<file path="src/rtl/mbx_pkg.sv">
package mbx_pkg;
  localparam int ADDR_W    = 4;
  localparam int DATA_W    = 32;
  localparam int MAX_WORDS = 7;

  localparam logic [ADDR_W-1:0] A_OWNER   = 4'd0;
  localparam logic [ADDR_W-1:0] A_RCP_SET = 4'd1;
  localparam logic [ADDR_W-1:0] A_RCP_CLR = 4'd2;
  localparam logic [ADDR_W-1:0] A_RCP     = 4'd3;
  localparam logic [ADDR_W-1:0] A_MSK_SET = 4'd4;
  localparam logic [ADDR_W-1:0] A_MSK_CLR = 4'd5;
  localparam logic [ADDR_W-1:0] A_MSK     = 4'd6;
  localparam logic [ADDR_W-1:0] A_SEND    = 4'd7;
  localparam logic [ADDR_W-1:0] A_MODE    = 4'd8;
  localparam logic [ADDR_W-1:0] A_WORD0   = 4'd9;

  localparam logic [1:0] SEND_IDLE = 2'b00;
  localparam logic [1:0] SEND_MSG  = 2'b01;
  localparam logic [1:0] SEND_ACK  = 2'b10;
  localparam logic [1:0] SEND_BAD  = 2'b11;

  // mode bit positions
  localparam int MODE_AUTOACK = 0;
  localparam int MODE_LINK    = 1;
endpackage

</file>
<file path="src/rtl/mbx_owner_lock.sv">
module mbx_owner_lock #(
  parameter int NUM_CH = 8
) (
  input  logic              clk,
  input  logic              rst_n,
  input  logic              wr_owner,
  input  logic              wr_zero,
  input  logic [NUM_CH-1:0] wr_val,
  output logic [NUM_CH-1:0] owner_q,
  output logic              owned,
  output logic              wipe
);
  logic [NUM_CH-1:0] owner_d;

  assign wipe  = wr_owner & wr_zero;
  assign owned = |owner_q;

  always_comb begin
    owner_d = owner_q;
    if (wipe) begin
      owner_d = '0;
    end else if (wr_owner && !owned) begin
      owner_d = wr_val;
    end
  end

  always_ff @(posedge clk or negedge rst_n) begin
    if (!rst_n) begin
      owner_q <= '0;
    end else begin
      owner_q <= owner_d;
    end
  end
endmodule

</file>
<file path="src/rtl/mbx_setclr_reg.sv">
module mbx_setclr_reg #(
  parameter int W = 8
) (
  input  logic         clk,
  input  logic         rst_n,
  input  logic         wipe,
  input  logic         set_stb,
  input  logic         clr_stb,
  input  logic [W-1:0] val,
  output logic [W-1:0] q
);
  logic [W-1:0] d;

  always_comb begin
    d = q;
    if (wipe) begin
      d = '0;
    end else if (set_stb) begin
      d = q | val;
    end else if (clr_stb) begin
      d = q & ~val;
    end
  end

  always_ff @(posedge clk or negedge rst_n) begin
    if (!rst_n) begin
      q <= '0;
    end else begin
      q <= d;
    end
  end
endmodule

</file>
<file path="src/rtl/mbx_send_ctrl.sv">
module mbx_send_ctrl
  import mbx_pkg::*;
(
  input  logic       clk,
  input  logic       rst_n,
  input  logic       wipe,
  input  logic       owned,
  input  logic       wr_send,
  input  logic       wr_mode,
  input  logic [1:0] wval,
  input  logic       link_send,
  input  logic       rcp_empty,
  output logic [1:0] send_q,
  output logic [1:0] mode_q,
  output logic       ack_evt
);
  logic [1:0] send_d;
  logic [1:0] mode_d;
  logic       ack_d;
  logic       auto_fire;

  assign auto_fire = mode_q[MODE_AUTOACK] && (send_q == SEND_MSG) && rcp_empty;

  always_comb begin
    send_d = send_q;
    if (wipe) begin
      send_d = SEND_IDLE;
    end else if (owned) begin
      if (wr_send && (wval != SEND_BAD)) begin
        send_d = wval;
      end else if (link_send) begin
        send_d = SEND_MSG;
      end else if (auto_fire) begin
        send_d = SEND_ACK;
      end
    end
  end

  always_comb begin
    mode_d = mode_q;
    if (wipe) begin
      mode_d = '0;
    end else if (owned && wr_mode) begin
      mode_d = wval;
    end
  end

  assign ack_d = send_d[1] & ~send_q[1] & mode_q[MODE_LINK];

  always_ff @(posedge clk or negedge rst_n) begin
    if (!rst_n) begin
      send_q  <= '0;
      mode_q  <= '0;
      ack_evt <= 1'b0;
    end else begin
      send_q  <= send_d;
      mode_q  <= mode_d;
      ack_evt <= ack_d;
    end
  end
endmodule

</file>
<file path="src/rtl/mbx_data_bank.sv">
module mbx_data_bank
  import mbx_pkg::*;
#(
  parameter int NUM_WORDS = 4,
  localparam int BANK = (NUM_WORDS > 0) ? NUM_WORDS : 1
) (
  input  logic                       clk,
  input  logic                       rst_n,
  input  logic                       wipe,
  input  logic                       wr_ok,
  input  logic [ADDR_W-1:0]          wr_addr,
  input  logic [DATA_W-1:0]          wr_data,
  output logic [BANK-1:0][DATA_W-1:0] words
);
  generate
    if (NUM_WORDS == 0) begin : g_none
      assign words = '0;
    end else begin : g_bank
      for (genvar i = 0; i < NUM_WORDS; i++) begin : g_word
        logic              hit;
        logic [DATA_W-1:0] w_d;
        logic [DATA_W-1:0] w_q;

        assign hit = wr_ok && (wr_addr == ADDR_W'(int'(A_WORD0) + i));

        always_comb begin
          w_d = w_q;
          if (wipe) begin
            w_d = '0;
          end else if (hit) begin
            w_d = wr_data;
          end
        end

        always_ff @(posedge clk or negedge rst_n) begin
          if (!rst_n) begin
            w_q <= '0;
          end else begin
            w_q <= w_d;
          end
        end

        assign words[i] = w_q;
      end
    end
  endgenerate
endmodule

</file>
<file path="src/rtl/ipc_mailbox_slot.sv">
module ipc_mailbox_slot
  import mbx_pkg::*;
#(
  parameter int NUM_CH    = 8,
  parameter int NUM_WORDS = 4,
  localparam int BANK = (NUM_WORDS > 0) ? NUM_WORDS : 1
) (
  input  logic              clk,
  input  logic              rst_n,
  input  logic              wr_en,
  input  logic [3:0]        wr_addr,
  input  logic [31:0]       wr_data,
  input  logic [3:0]        rd_addr,
  output logic [31:0]       rd_data,
  input  logic              link_send_i,
  output logic [NUM_CH-1:0] irq_raw_o,
  output logic [NUM_CH-1:0] irq_masked_o,
  output logic              ack_evt_o
);
  logic [NUM_CH-1:0] owner_q;
  logic [NUM_CH-1:0] rcp_q;
  logic [NUM_CH-1:0] msk_q;
  logic [1:0]        send_q;
  logic [1:0]        mode_q;
  logic              owned;
  logic              wipe;
  logic              wr_ok;
  logic [BANK-1:0][DATA_W-1:0] words;
  logic [DATA_W-1:0] rd_d;
  logic [DATA_W-1:0] rd_q;
  logic              ack_term;

  assign wr_ok = wr_en & owned;

  mbx_owner_lock #(.NUM_CH(NUM_CH)) u_lock (
    .clk      (clk),
    .rst_n    (rst_n),
    .wr_owner (wr_en && (wr_addr == A_OWNER)),
    .wr_zero  (wr_data == '0),
    .wr_val   (wr_data[NUM_CH-1:0]),
    .owner_q  (owner_q),
    .owned    (owned),
    .wipe     (wipe)
  );

  mbx_setclr_reg #(.W(NUM_CH)) u_rcp (
    .clk     (clk),
    .rst_n   (rst_n),
    .wipe    (wipe),
    .set_stb (wr_ok && (wr_addr == A_RCP_SET)),
    .clr_stb (wr_ok && (wr_addr == A_RCP_CLR)),
    .val     (wr_data[NUM_CH-1:0]),
    .q       (rcp_q)
  );

  mbx_setclr_reg #(.W(NUM_CH)) u_msk (
    .clk     (clk),
    .rst_n   (rst_n),
    .wipe    (wipe),
    .set_stb (wr_ok && (wr_addr == A_MSK_SET)),
    .clr_stb (wr_ok && (wr_addr == A_MSK_CLR)),
    .val     (wr_data[NUM_CH-1:0]),
    .q       (msk_q)
  );

  mbx_send_ctrl u_send (
    .clk       (clk),
    .rst_n     (rst_n),
    .wipe      (wipe),
    .owned     (owned),
    .wr_send   (wr_en && (wr_addr == A_SEND)),
    .wr_mode   (wr_en && (wr_addr == A_MODE)),
    .wval      (wr_data[1:0]),
    .link_send (link_send_i),
    .rcp_empty (rcp_q == '0),
    .send_q    (send_q),
    .mode_q    (mode_q),
    .ack_evt   (ack_evt_o)
  );

  mbx_data_bank #(.NUM_WORDS(NUM_WORDS)) u_bank (
    .clk     (clk),
    .rst_n   (rst_n),
    .wipe    (wipe),
    .wr_ok   (wr_ok),
    .wr_addr (wr_addr),
    .wr_data (wr_data),
    .words   (words)
  );

  // acknowledge toward the owner is withheld while linking
  assign ack_term     = send_q[1] & ~mode_q[MODE_LINK];
  assign irq_raw_o    = ({NUM_CH{send_q[0]}} & rcp_q) | ({NUM_CH{ack_term}} & owner_q);
  assign irq_masked_o = irq_raw_o & msk_q;

  always_comb begin
    rd_d = '0;
    case (rd_addr)
      A_OWNER:                       rd_d = DATA_W'(owner_q);
      A_RCP_SET, A_RCP_CLR, A_RCP:   rd_d = DATA_W'(rcp_q);
      A_MSK_SET, A_MSK_CLR, A_MSK:   rd_d = DATA_W'(msk_q);
      A_SEND:                        rd_d = DATA_W'(send_q);
      A_MODE:                        rd_d = DATA_W'(mode_q);
      default: begin
        for (int i = 0; i < NUM_WORDS; i++) begin
          if (rd_addr == ADDR_W'(int'(A_WORD0) + i)) begin
            rd_d = words[i];
          end
        end
      end
    endcase
  end

  always_ff @(posedge clk or negedge rst_n) begin
    if (!rst_n) begin
      rd_q <= '0;
    end else begin
      rd_q <= rd_d;
    end
  end

  assign rd_data = rd_q;
endmodule

</file>
<file path="config.mk">
export PLATFORM = sky130hd
export DESIGN_NAME = ipc_mailbox_slot
export DESIGN_NICKNAME = d
export VERILOG_FILES = /design/src/rtl/mbx_pkg.sv /design/src/rtl/mbx_owner_lock.sv /design/src/rtl/mbx_setclr_reg.sv /design/src/rtl/mbx_send_ctrl.sv /design/src/rtl/mbx_data_bank.sv /design/src/rtl/ipc_mailbox_slot.sv
export SDC_FILE = /design/constraint.sdc
export NUM_CORES = 1
export LEC_CHECK = 0
export BUFFER_PORTS_ARGS = -buffer_cell sky130_fd_sc_hd__buf_2
export CORE_MARGIN = 10
export CORE_UTILIZATION = 46
export DETAILED_ROUTE_END_ITERATION = 7
export HOLD_SLACK_MARGIN = 0.15
export PLACE_DENSITY_LB_ADDON = 0.12
export REMOVE_ABC_BUFFERS = 1
export SYNTH_ARGS = -nofsm -noshare
export SYNTH_HDL_FRONTEND = slang
export SYNTH_SLANG_ARGS = --single-unit
</file>
<file path="constraint.sdc">
create_clock -name clk -period 2.75 [get_ports clk]
set_input_delay 0.1375 -clock clk [delete_from_list [all_inputs] [get_ports clk]]
set_output_delay 0.1375 -clock clk [all_outputs]
set_load 0.03 [all_outputs]
</file>
==> impl_metrics.csv, run 1 <==
group,metric,value,unit
status,status,"complete, no violations",
detailed_routing,antenna_left,0,
floorplanning,fp.coreArea,18800,um2
yosys,synthSimpleGateAreaFrac,13.2,%
yosys,yosysWarnings,0,
yosys,synth_edf_count,0,
placement,dp_hpwl,16700,um
sta,max_freq,411,MHz
yosys,synth_top_area_cell,"dfrtp_1",
sta,min_period_over_period,88.5,%
power,ir_worst_vdd,0.000513,V
power,combinationalPowerShare,26.5,%
sta,holdWs,0.166,ns
layout,syn_to_final_growth,20.1,%
critical_path,path_class,"input pin to register",
power,p_total,9.35,mW
layout,antenna_cells,0,
min_path,worstHoldPathType,"input pin to register",
yosys,synth_compound_area_share,24.3,%
clock_tree,cts_root_buf,"clkbuf_16",
floorplanning,initial_utilization,47.0,%
sta,worst_slew_margin_rel,34.4,%
detailed_routing,detail_route.wl_per_cell,22.2,um
floorplanning,io_pins,93,
critical_path,cp-end-kind,"register",
clock_tree,htreeDepth,4,
yosys,synthMuxAreaShare,4.66,%
yosys,synth-xor-area-share,0.0992,%
yosys,synth-seq-cells,189,
critical_path,rrSetupSlack,0.42,ns
yosys,avgSynthCellArea,10.4,um2
yosys,synthTopCellsByArea,"dfrtp_1, o2bb2ai_1, nand2_1",
yosys,syn_area,8830,um2
sta,fin_crit,2.43,ns
detailed_routing,avgViaCountPerCell,6.12,
detailed_routing,drt_wl_total,26700,um
clock_tree,cts_max_path_buffers,2,
power,clkPwrFrac,28.1,%
yosys,synth_fa_ha_area_share,0,%
sta,finalHoldViolations,0,
power,switching_power,3.13,mW
yosys,netlist_top_cells_count,"dfrtp_1, nand2_1, o2bb2ai_1",
layout,layout.cells.non_filler,1201,
power,leakagePower,4.74,nW
global_routing,grt_util_all_layers,21.7,%
critical_path,cp.arrival,2.75,ns
floorplanning,num_rows,50,
yosys,ys.flop_type,"dfrtp_1",
yosys,synth_top_family_by_area,"compound AO/OA/AOI/OAI gates",
power,seq_power_share,45.4,%
clock_tree,cts_sinks,189,
global_routing,grt_pass1_vias,7458,
global_routing,antenna_found_initial,0,
power,p_int,6.22,mW
sta,setup_viol,0,
floorplanning,die_x,159,um
global_routing,grt_overflow,0,
yosys,synthCells,852,
sta,finalMaxSlewViolations,0,
placement,place.gp.congestion,0.901,
placement,dp.cells,1134,
detailed_routing,routed-via-count,7349,
run,maxCapViolations,0,
floorplanning,die_area,25100,um2
clock_tree,insertion_delay,0.44,ns
critical_path,worstPathRequired,3.07,ns
yosys,yosys.cell_count.top_type,"dfrtp_1",
clock_tree,numCtsBuffers,17,
detailed_routing,firstDrtPassIters,6,
yosys,synthDistinctLibCells,48,
clock_tree,cts_tree,"done",
critical_path,path_max_fanout,50,
power,power.density,882,nW/um2
global_routing,grt_max_degree,87,
critical_path,critPathLaunchType,"input pin",
sta,tns,0,ns
layout,fin_nets,998,
sta,worst_pin_slew,0.984,ns
detailed_routing,drt_first_iter_violations,579,
power,swShare,33.5,%
placement,portBuffers,92,
sta,rsz0062_at_grt,"no",
floorplanning,die_h,159,um
detailed_routing,drc,0,
global_routing,grt_pass1_wl,42300,um
clock_tree,cts.clk_slew.worst_paths,0.07,ns
layout,drive_above_1_share,20.0,%
yosys,async_reset_ff_share,100,%
yosys,yosysTopAreaCellShare,53.6,%
yosys,synth-seq-area-share,53.6,%
sta,skew,0.00902,ns
[layout by cell type, fill, tap and decap left out, types with 13 or more instances in the layout]
cell type        n
dfrtp_1        189
clkbuf_16       17
a2bb2oi_1       19
mux2i_1         13
mux2_2          25
o22ai_1         35
a21oi_1         26
and2_1          18
buf_2           91
nand2_1        152
a22o_1          16
buf_4           25
a22oi_1         27
o2bb2ai_1       96
dlygate4sd3_1   35
nor4_1          14
nor2_1          25
o21ai_0         24
[kinds of logic (layout without fill, tap and decap cells)]
kind of cell,Yosys count,count (layout)
xor+xnor,1,1
flops,189,189
buf+inv,87,202
simple gates,257,257
compound gates,280,280
mux,38,38
[area by class of cell]
class | instances | area (um2)
inverters | 11 | 41.3
multi-input cells | 576 | 3760
flip-flops and latches | 189 | 4730
well taps | 234 | 293
clock inverters | 15 | 200
repair buffers | 159 | 1150
clock buffers | 17 | 425
fillers | 1607 | 8170
[per-layer routing]
metal  wire length (um)  global-route usage (%)  vias to the layer above
met2              12800                    34.4                      225
met1              12000                    29.6                     3730
met4                394                    6.18                        0
li1                   -                       -                     3361
met5                  0                       0                        -
met3               1460                    4.13                       33
[critical path, stage by stage]
cell and delay, ns:
dlygate4sd3_1 0.52, buf_2 0.15, nor4_1 0.50, nand4_1 0.35
nor3_2 0.37, buf_12 0.30, buf_4 0.30, o2bb2ai_1 0.10
[what timing repair did]
item / 4_1_cts / 5_1_grt
endpoints found under the hold margin: 219 / 0
hold buffers: 35 / 0
resized for setup: 0 / 0
buffers inserted: 0 / 0
[metrics by stage]
step / utilization [%] / worst slack (ns) / area [um2]
after floorplan: - / -5.83 / 8500
after global placement: 51.3 / 0.534 / 9620
after detailed placement: 51.3 / 0.444 / 9620
after CTS: 56.5 / 0.338 / 10600
after global routing: 56.5 / 0.121 / 10600
final: 56.5 / 0.315 / 10600
[worst paths after layout]
kind / from / endpoint / depth (start not counted)
max: wr_data[18] / u_bank.g_bank.g_word[3].w_q[20] / 8
min in group asynchronous: rst_n / rd_data[3] / 2
min: wr_addr[0] / u_send.mode_q[1] / 3
max in group asynchronous: rst_n / u_rcp.q[0] / 3
max reg2reg: u_lock.owner_q[5] / u_bank.g_bank.g_word[3].w_q[20] / 5
min reg2reg: u_bank.g_bank.g_word[3].w_q[27] / rd_data[27] / 2
[power by group through the flow]
stage	combinational (mW)	sequential, mW	clock, mW
floorplan	1.62	4.26	0
global route	2.76	4.35	2.79
finish	2.47	4.25	2.63
CTS	2.49	4.23	2.66
detailed placement	2.44	4.28	0
global placement	2.36	4.22	0
[flip-flops by register name, indices dropped and copies added, names as in the netlist]
name,count
u_bank.g_bank.g_word.w_q,128
rd_data,32
u_lock.owner_q,8
u_msk.q,8
u_rcp.q,8
u_send.mode_q,2
u_send.send_q,2
u_send.ack_evt,1
Power figures use the tool's default switching activity.
==> run 2: changes to the inputs <==
--- a/config.mk
+++ b/config.mk
@@ -6,7 +6,7 @@
 export NUM_CORES = 1
 export LEC_CHECK = 0
 export BUFFER_PORTS_ARGS = -buffer_cell sky130_fd_sc_hd__buf_2
-export CORE_MARGIN = 10
+export CORE_MARGIN = 3
 export CORE_UTILIZATION = 46
 export DETAILED_ROUTE_END_ITERATION = 7
 export HOLD_SLACK_MARGIN = 0.15
==> impl_metrics.csv, run 2 (synthesis gave the netlist of run 1 again) <==
group,metric,value,unit
status,status,"complete, no violations",
critical_path,path_cells,"or4_1, o2111ai_2, buf_4, nand2_1, o2bb2ai_1",
critical_path,rr_worst_depth,5,
placement,dp_hpwl,16000,um
critical_path,path_max_fanout,40,
critical_path,path_delay_family,"simple AND/OR/NAND/NOR gates",
sta,finalMaxSlewViolations,0,
min_path,worstHoldEndpoint,"u_send.mode_q[1]",
sta,max_freq,436,MHz
floorplanning,io_pins,93,
critical_path,slowest_stage,"or4_1",
sta,worst_pin_slew,0.917,ns
min_path,hp-start,"wr_addr[1]",
floorplanning,die_x,145,um
critical_path,cp-startpoint,"u_lock.owner_q[1]",
clock_tree,numCtsBuffers,17,
layout,fin_nets,992,
min_path,worstHoldPathType,"input pin to register",
global_routing,grt_pass1_wl,41900,um
global_routing,grt_max_degree,78,
sta,worst_slew_margin_rel,38.8,%
layout,mostFrequentLayoutCells,"dfrtp_1, nand2_1, o2bb2ai_1",
clock_tree,cts_root_buf,"clkbuf_16",
layout,layout_commonest_cell,"dfrtp_1",
sta,fin_crit,2.30,ns
layout,final.fill_count,1641,
layout,drive_above_1_share,19.0,%
critical_path,worstPathRequired,3.10,ns
global_routing,antenna_found_initial,0,
floorplanning,initial_utilization,47.0,%
sta,setup_viol,0,
sta,min_period_over_period,83.5,%
sta,rsz0062_at_grt,"no",
sta,finalHoldViolations,0,
sta,skew,0.0121,ns
floorplanning,die_area,20900,um2
detailed_routing,drt_wl_total,26300,um
min_path,min_path_cells,3,
power,power.density,887,nW/um2
detailed_routing,detail_route.wl_per_cell,22.1,um
clock_tree,cts_sinks,189,
placement,portBuffers,92,
critical_path,rrSetupSlack,0.45,ns
critical_path,critPathLaunchType,"register",
power,leakagePower,4.70,nW
critical_path,cp.arrival,2.65,ns
critical_path,r2r-end,"u_bank.g_bank.g_word[3].w_q[19]",
layout,largest_register_ffs,128,
floorplanning,num_rows,50,
layout,top_register,"u_bank.g_bank.g_word.w_q",
detailed_routing,routed-via-count,7379,
layout,syn_to_final_growth,18.7,%
clock_tree,cts_max_path_buffers,2,
placement,place.gp.congestion,0.938,
floorplanning,die_h,145,um
clock_tree,cts.clk_slew.worst_paths,0.07,ns
critical_path,path_class,"register to register",
clock_tree,cts_tree,"done",
power,ir_worst_vdd,0.000425,V
critical_path,cpPeakStageDelay,0.73,ns
global_routing,grt_util_all_layers,26.0,%
run,maxCapViolations,0,
global_routing,grt_pass1_vias,7471,
detailed_routing,drc,0,
clock_tree,insertion_delay,0.43,ns
critical_path,worst-path-buf-inv,1,
sta,holdWs,0.179,ns
clock_tree,htreeDepth,4,
detailed_routing,antenna_left,0,
layout,fin_util,55.8,%
layout,antenna_cells,0,
detailed_routing,firstDrtPassIters,5,
global_routing,grt_overflow,0,
floorplanning,fp.coreArea,18800,um2
critical_path,cp-end-kind,"register",
critical_path,timing.rr.start,"u_lock.owner_q[1]",
detailed_routing,avgViaCountPerCell,6.18,
detailed_routing,drt_first_iter_violations,656,
[run 2: repair_timing]
item                                   in CTS  in global routing
gates resized for setup                     0                  0
hold buffers                               35                  0
setup buffers                               0                  0
endpoints found under the hold margin     192                  0
[run 2: metal layers]
layer | vias to the layer above | GRT usage (%) | share of wire [%]
met5 | - | 0 | 0
met4 | 0 | 5.65 | 1.1
met3 | 26 | 4.63 | 6.0
met2 | 261 | 42.1 | 48
met1 | 3756 | 37.0 | 44
li1 | 3336 | - | -
[run 2: final cells by class]
| class | count | area [um2] | share of cell area [%] |
|---|---|---|---|
| clock buffers | 20 | 437 | 4.17 |
| clock inverters | 11 | 166 | 1.59 |
| inverters | 11 | 41.3 | 0.394 |
| multi-input cells | 576 | 3750 | 35.8 |
| flip-flops and latches | 189 | 4730 | 45.1 |
| well taps | 234 | 293 | 2.79 |
| repair buffers | 153 | 1060 | 10.2 |
[run 2: worst max path at each step]
| stage | to | slack (ns) | depth (start not counted) |
|---|---|---|---|
| 4_1_cts | u_bank.g_bank.g_word[2].w_q[3] | 0.42 | 7 |
| 6_report | u_bank.g_bank.g_word[3].w_q[19] | 0.45 | 5 |
| 5_1_grt | u_bank.g_bank.g_word[0].w_q[1] | 0.32 | 7 |
| 3_3_place_gp | u_bank.g_bank.g_word[3].w_q[18] | 0.57 | 5 |
| 3_5_place_dp | u_bank.g_bank.g_word[3].w_q[2] | 0.52 | 5 |
| 2_1_floorplan | u_bank.g_bank.g_word[0].w_q[0] | -5.83 | 4 |
[run 2: stage by stage]
| step | TNS, ns | setup WS [ns] | std cells | area [um2] | power (mW) |
|---|---|---|---|---|---|
| 2_1_floorplan | -833.18 | -5.83 | 776 | 8500 | 5.88 |
| 3_5_place_dp | 0 | 0.520 | 1128 | 9530 | 6.70 |
| 4_1_cts | 0 | 0.424 | 1194 | 10500 | 9.33 |
| 3_3_place_gp | 0 | 0.574 | 1128 | 9530 | 6.54 |
| 5_1_grt | 0 | 0.321 | 1194 | 10500 | 9.84 |
| 6_report | 0 | 0.454 | 1194 | 10500 | 9.29 |
[run 2: power by group]
| part | total (mW) | switching, mW | internal, mW |
|---|---|---|---|
| clock | 2.58 | 1.06 | 1.52 |
| combinational | 2.46 | 1.39 | 1.06 |
| sequential | 4.26 | 0.571 | 3.69 |
| total | 9.29 | 3.03 | 6.27 |
[run 2: tightest hold or removal path, cell delays in order]
cell and delay [ns]:
buf_2 0.15, nor4_1 0.14, mux2i_1 0.13
==> run 3: changes to the inputs <==
--- a/config.mk
+++ b/config.mk
@@ -5,6 +5,7 @@
 export SDC_FILE = /design/constraint.sdc
 export NUM_CORES = 1
 export LEC_CHECK = 0
+export ABC_AREA = 1
 export BUFFER_PORTS_ARGS = -buffer_cell sky130_fd_sc_hd__buf_2
 export CORE_MARGIN = 3
 export CORE_UTILIZATION = 46
==> constraint.sdc (replaced) <==
create_clock -name clk -period 2.3 [get_ports clk]
set_input_delay 0.115 -clock clk [delete_from_list [all_inputs] [get_ports clk]]
set_output_delay 0.115 -clock clk [all_outputs]
set_load 0.03 [all_outputs]
==> impl_metrics.csv, run 3 <==
group,metric,value,unit
status,status,"complete, no violations",
detailed_routing,firstDrtPassIters,5,
yosys,synthDistinctLibCells,27,
layout,final.fill_count,1785,
critical_path,worstPathRequired,2.62,ns
clock_tree,cts_root_buf,"clkbuf_16",
critical_path,cpPeakStageDelay,0.53,ns
yosys,yosys.cell_count.top_type,"nand2_1",
yosys,synth_compound_area_share,7.35,%
sta,worst_pin_slew,0.668,ns
yosys,synth_top_family_by_area,"simple AND/OR/NAND/NOR gates",
sta,min_period_over_period,87.5,%
critical_path,timing.rr.start,"u_lock.owner_q[6]",
critical_path,worst-path-buf-inv,3,
clock_tree,insertion_delay,0.43,ns
clock_tree,numCtsBuffers,17,
critical_path,r2r-end,"u_bank.g_bank.g_word[1].w_q[4]",
yosys,synth-seq-area-share,53.2,%
placement,placed_area,9620,um2
layout,drive_above_1_share,13.6,%
sta,setup_viol,0,
placement,portBuffers,92,
layout,layout_commonest_cell,"nand2_1",
detailed_routing,drc,0,
global_routing,grt_util_all_layers,24.3,%
clock_tree,cts_sinks,189,
placement,dp_hpwl,15900,um
detailed_routing,detail_route.wl_per_cell,17.0,um
min_path,hp-start,"rd_addr[3]",
detailed_routing,routed-via-count,8005,
yosys,netlist_top_cells_count,"nand2_1, nand3_1, dfrtp_1",
power,leakagePower,5.42,nW
yosys,yosysTopAreaCellShare,53.2,%
detailed_routing,drt_first_iter_violations,657,
layout,antenna_cells,0,
clock_tree,cts_tree,"done",
min_path,worstHoldEndpoint,"rd_data[0]",
detailed_routing,avgViaCountPerCell,5.40,
layout,layout.cells.non_filler,1483,
floorplanning,io_pins,93,
yosys,synth_fa_ha_area_share,0,%
yosys,async_reset_ff_share,100,%
critical_path,cp-end-kind,"register",
layout,top_register,"u_bank.g_bank.g_word.w_q",
floorplanning,die_area,21000,um2
placement,dp.cells,1417,
global_routing,grt_pass1_vias,7702,
clock_tree,cts_max_path_buffers,2,
layout,fin_util,56.2,%
sta,rsz0062_at_grt,"no",
run,maxCapViolations,0,
layout,largest_register_ffs,128,
clock_tree,postCtsSetupBuffers,0,
min_path,min_path_cells,6,
floorplanning,die_x,145,um
sta,max_freq,497,MHz
yosys,synthCells,1098,
global_routing,grt_pass1_wl,41300,um
critical_path,cp.arrival,2.33,ns
floorplanning,num_rows,50,
global_routing,grt_max_degree,65,
yosys,synthMuxAreaShare,0,%
critical_path,path_max_fanout,44,
detailed_routing,antenna_left,0,
yosys,synth-seq-cells,189,
yosys,synth_top_area_cell,"dfrtp_1",
sta,finalMaxSlewViolations,0,
floorplanning,fp.coreArea,18800,um2
global_routing,grt_overflow,0,
yosys,synth_edf_count,0,
clock_tree,htreeDepth,4,
sta,finalHoldViolations,0,
yosys,yosysWarnings,0,
detailed_routing,drt_wl_total,25200,um
yosys,synthSimpleGateAreaFrac,32.3,%
global_routing,antenna_found_initial,0,
layout,fin_nets,1257,
yosys,syn_area,8890,um2
floorplanning,die_h,145,um
critical_path,rrSetupSlack,0.41,ns
critical_path,slowest_stage,"dlygate4sd3_1",
sta,fin_crit,2.01,ns
layout,syn_to_final_growth,19.1,%
clock_tree,cts-resized-gates,0,
critical_path,rr_worst_depth,9,
placement,place.gp.congestion,0.846,
critical_path,critPathLaunchType,"input pin",
yosys,avgSynthCellArea,8.10,um2
power,power.density,1070,nW/um2
sta,skew,0.00880,ns
yosys,synth-xor-area-share,0,%
critical_path,path_delay_family,"simple AND/OR/NAND/NOR gates",
layout,design_area,10600,um2
floorplanning,initial_utilization,47.2,%
min_path,worstHoldPathType,"input pin to register",
critical_path,path_class,"input pin to register",
power,ir_worst_vdd,0.000668,V
yosys,ys.flop_type,"dfrtp_1",
sta,worst_slew_margin_rel,55.3,%
yosys,synthTopCellsByArea,"dfrtp_1, nand3_1, nand2_1",
critical_path,path_cells,"dlygate4sd3_1, buf_2, nor2_1, nand2_1, nor2_1, nand2_1, nor2_1, nand2_4, buf_4, nand3_1, nand2_1",
clock_tree,cts.clk_slew.worst_paths,0.07,ns
layout,mostFrequentLayoutCells,"nand2_1, nand3_1, dfrtp_1",
run 3: routing by layer:
| metal | vias to the layer above | global-route usage, % | share of wire [%] |
|---|---|---|---|
| met2 | 264 | 39.2 | 47 |
| met4 | 0 | 6.37 | 1.3 |
| met5 | - | 0 | 0 |
| li1 | 3855 | - | - |
| met1 | 3851 | 34.8 | 46 |
| met3 | 35 | 3.59 | 5.4 |
run 3: layout make-up:
| cell class | instances | area [um2] | share of cell area (%) |
|---|---|---|---|
| repair buffers | 159 | 1110 | 10.5 |
| multi-input cells | 774 | 3550 | 33.5 |
| clock buffers | 23 | 488 | 4.61 |
| clock inverters | 6 | 110 | 1.04 |
| flip-flops and latches | 189 | 4730 | 44.7 |
| inverters | 72 | 270 | 2.55 |
| well taps | 260 | 325 | 3.07 |
run 3: worst max path at each step:
stage,startpoint,endpoint,slack [ns],cells past startpoint
final,wr_data[8],u_bank.g_bank.g_word[0].w_q[27],0.29,11
after global routing,wr_addr[1],u_bank.g_bank.g_word[2].w_q[7],0.11,11
after CTS,wr_data[8],u_bank.g_bank.g_word[2].w_q[4],0.31,11
after detailed placement,wr_data[8],u_bank.g_bank.g_word[0].w_q[27],0.41,10
after global placement,wr_data[8],u_bank.g_bank.g_word[2].w_q[6],0.44,10
after floorplan,wr_data[25],u_bank.g_bank.g_word[3].w_q[10],-1.26,9
run 3: kinds of logic (layout without fill, tap and decap cells):
kind of cell	Yosys count	in the layout
simple gates	665	665
buf+inv	135	260
compound gates	109	109
flops	189	189
run 3: where the power goes:
part / switching [mW] / internal, mW
sequential: 0.745 / 4.63
combinational: 1.77 / 1.10
clock: 1.23 / 1.81
run 3: metrics by stage:
stage          worst slack, ns  power, mW  hold WS [ns]  TNS [ns]
4_1_cts                  0.308       11.3         0.168         0
2_1_floorplan            -1.26       7.28        -0.181   -117.11
3_5_place_dp             0.409       8.24         0.144         0
6_report                 0.287       11.3         0.169         0
5_1_grt                  0.107       12.0         0.212         0
3_3_place_gp             0.439       8.15         0.144         0
run 3: worst register-to-register path: stages, from the launching register on:
cell and delay (ns):
dfrtp_1 0.41, nor2_1 0.12, nand2_1 0.11, nor2_4 0.19, nor2_4 0.07, buf_4 0.23, nand2_2 0.18, buf_12 0.25
nand3_1 0.14, o21ai_1 0.12
run 3: timing repair:
action,4_1_cts,5_1_grt
endpoints found under the setup margin,0,0
hold endpoints to repair,273,0
hold buffers,37,0
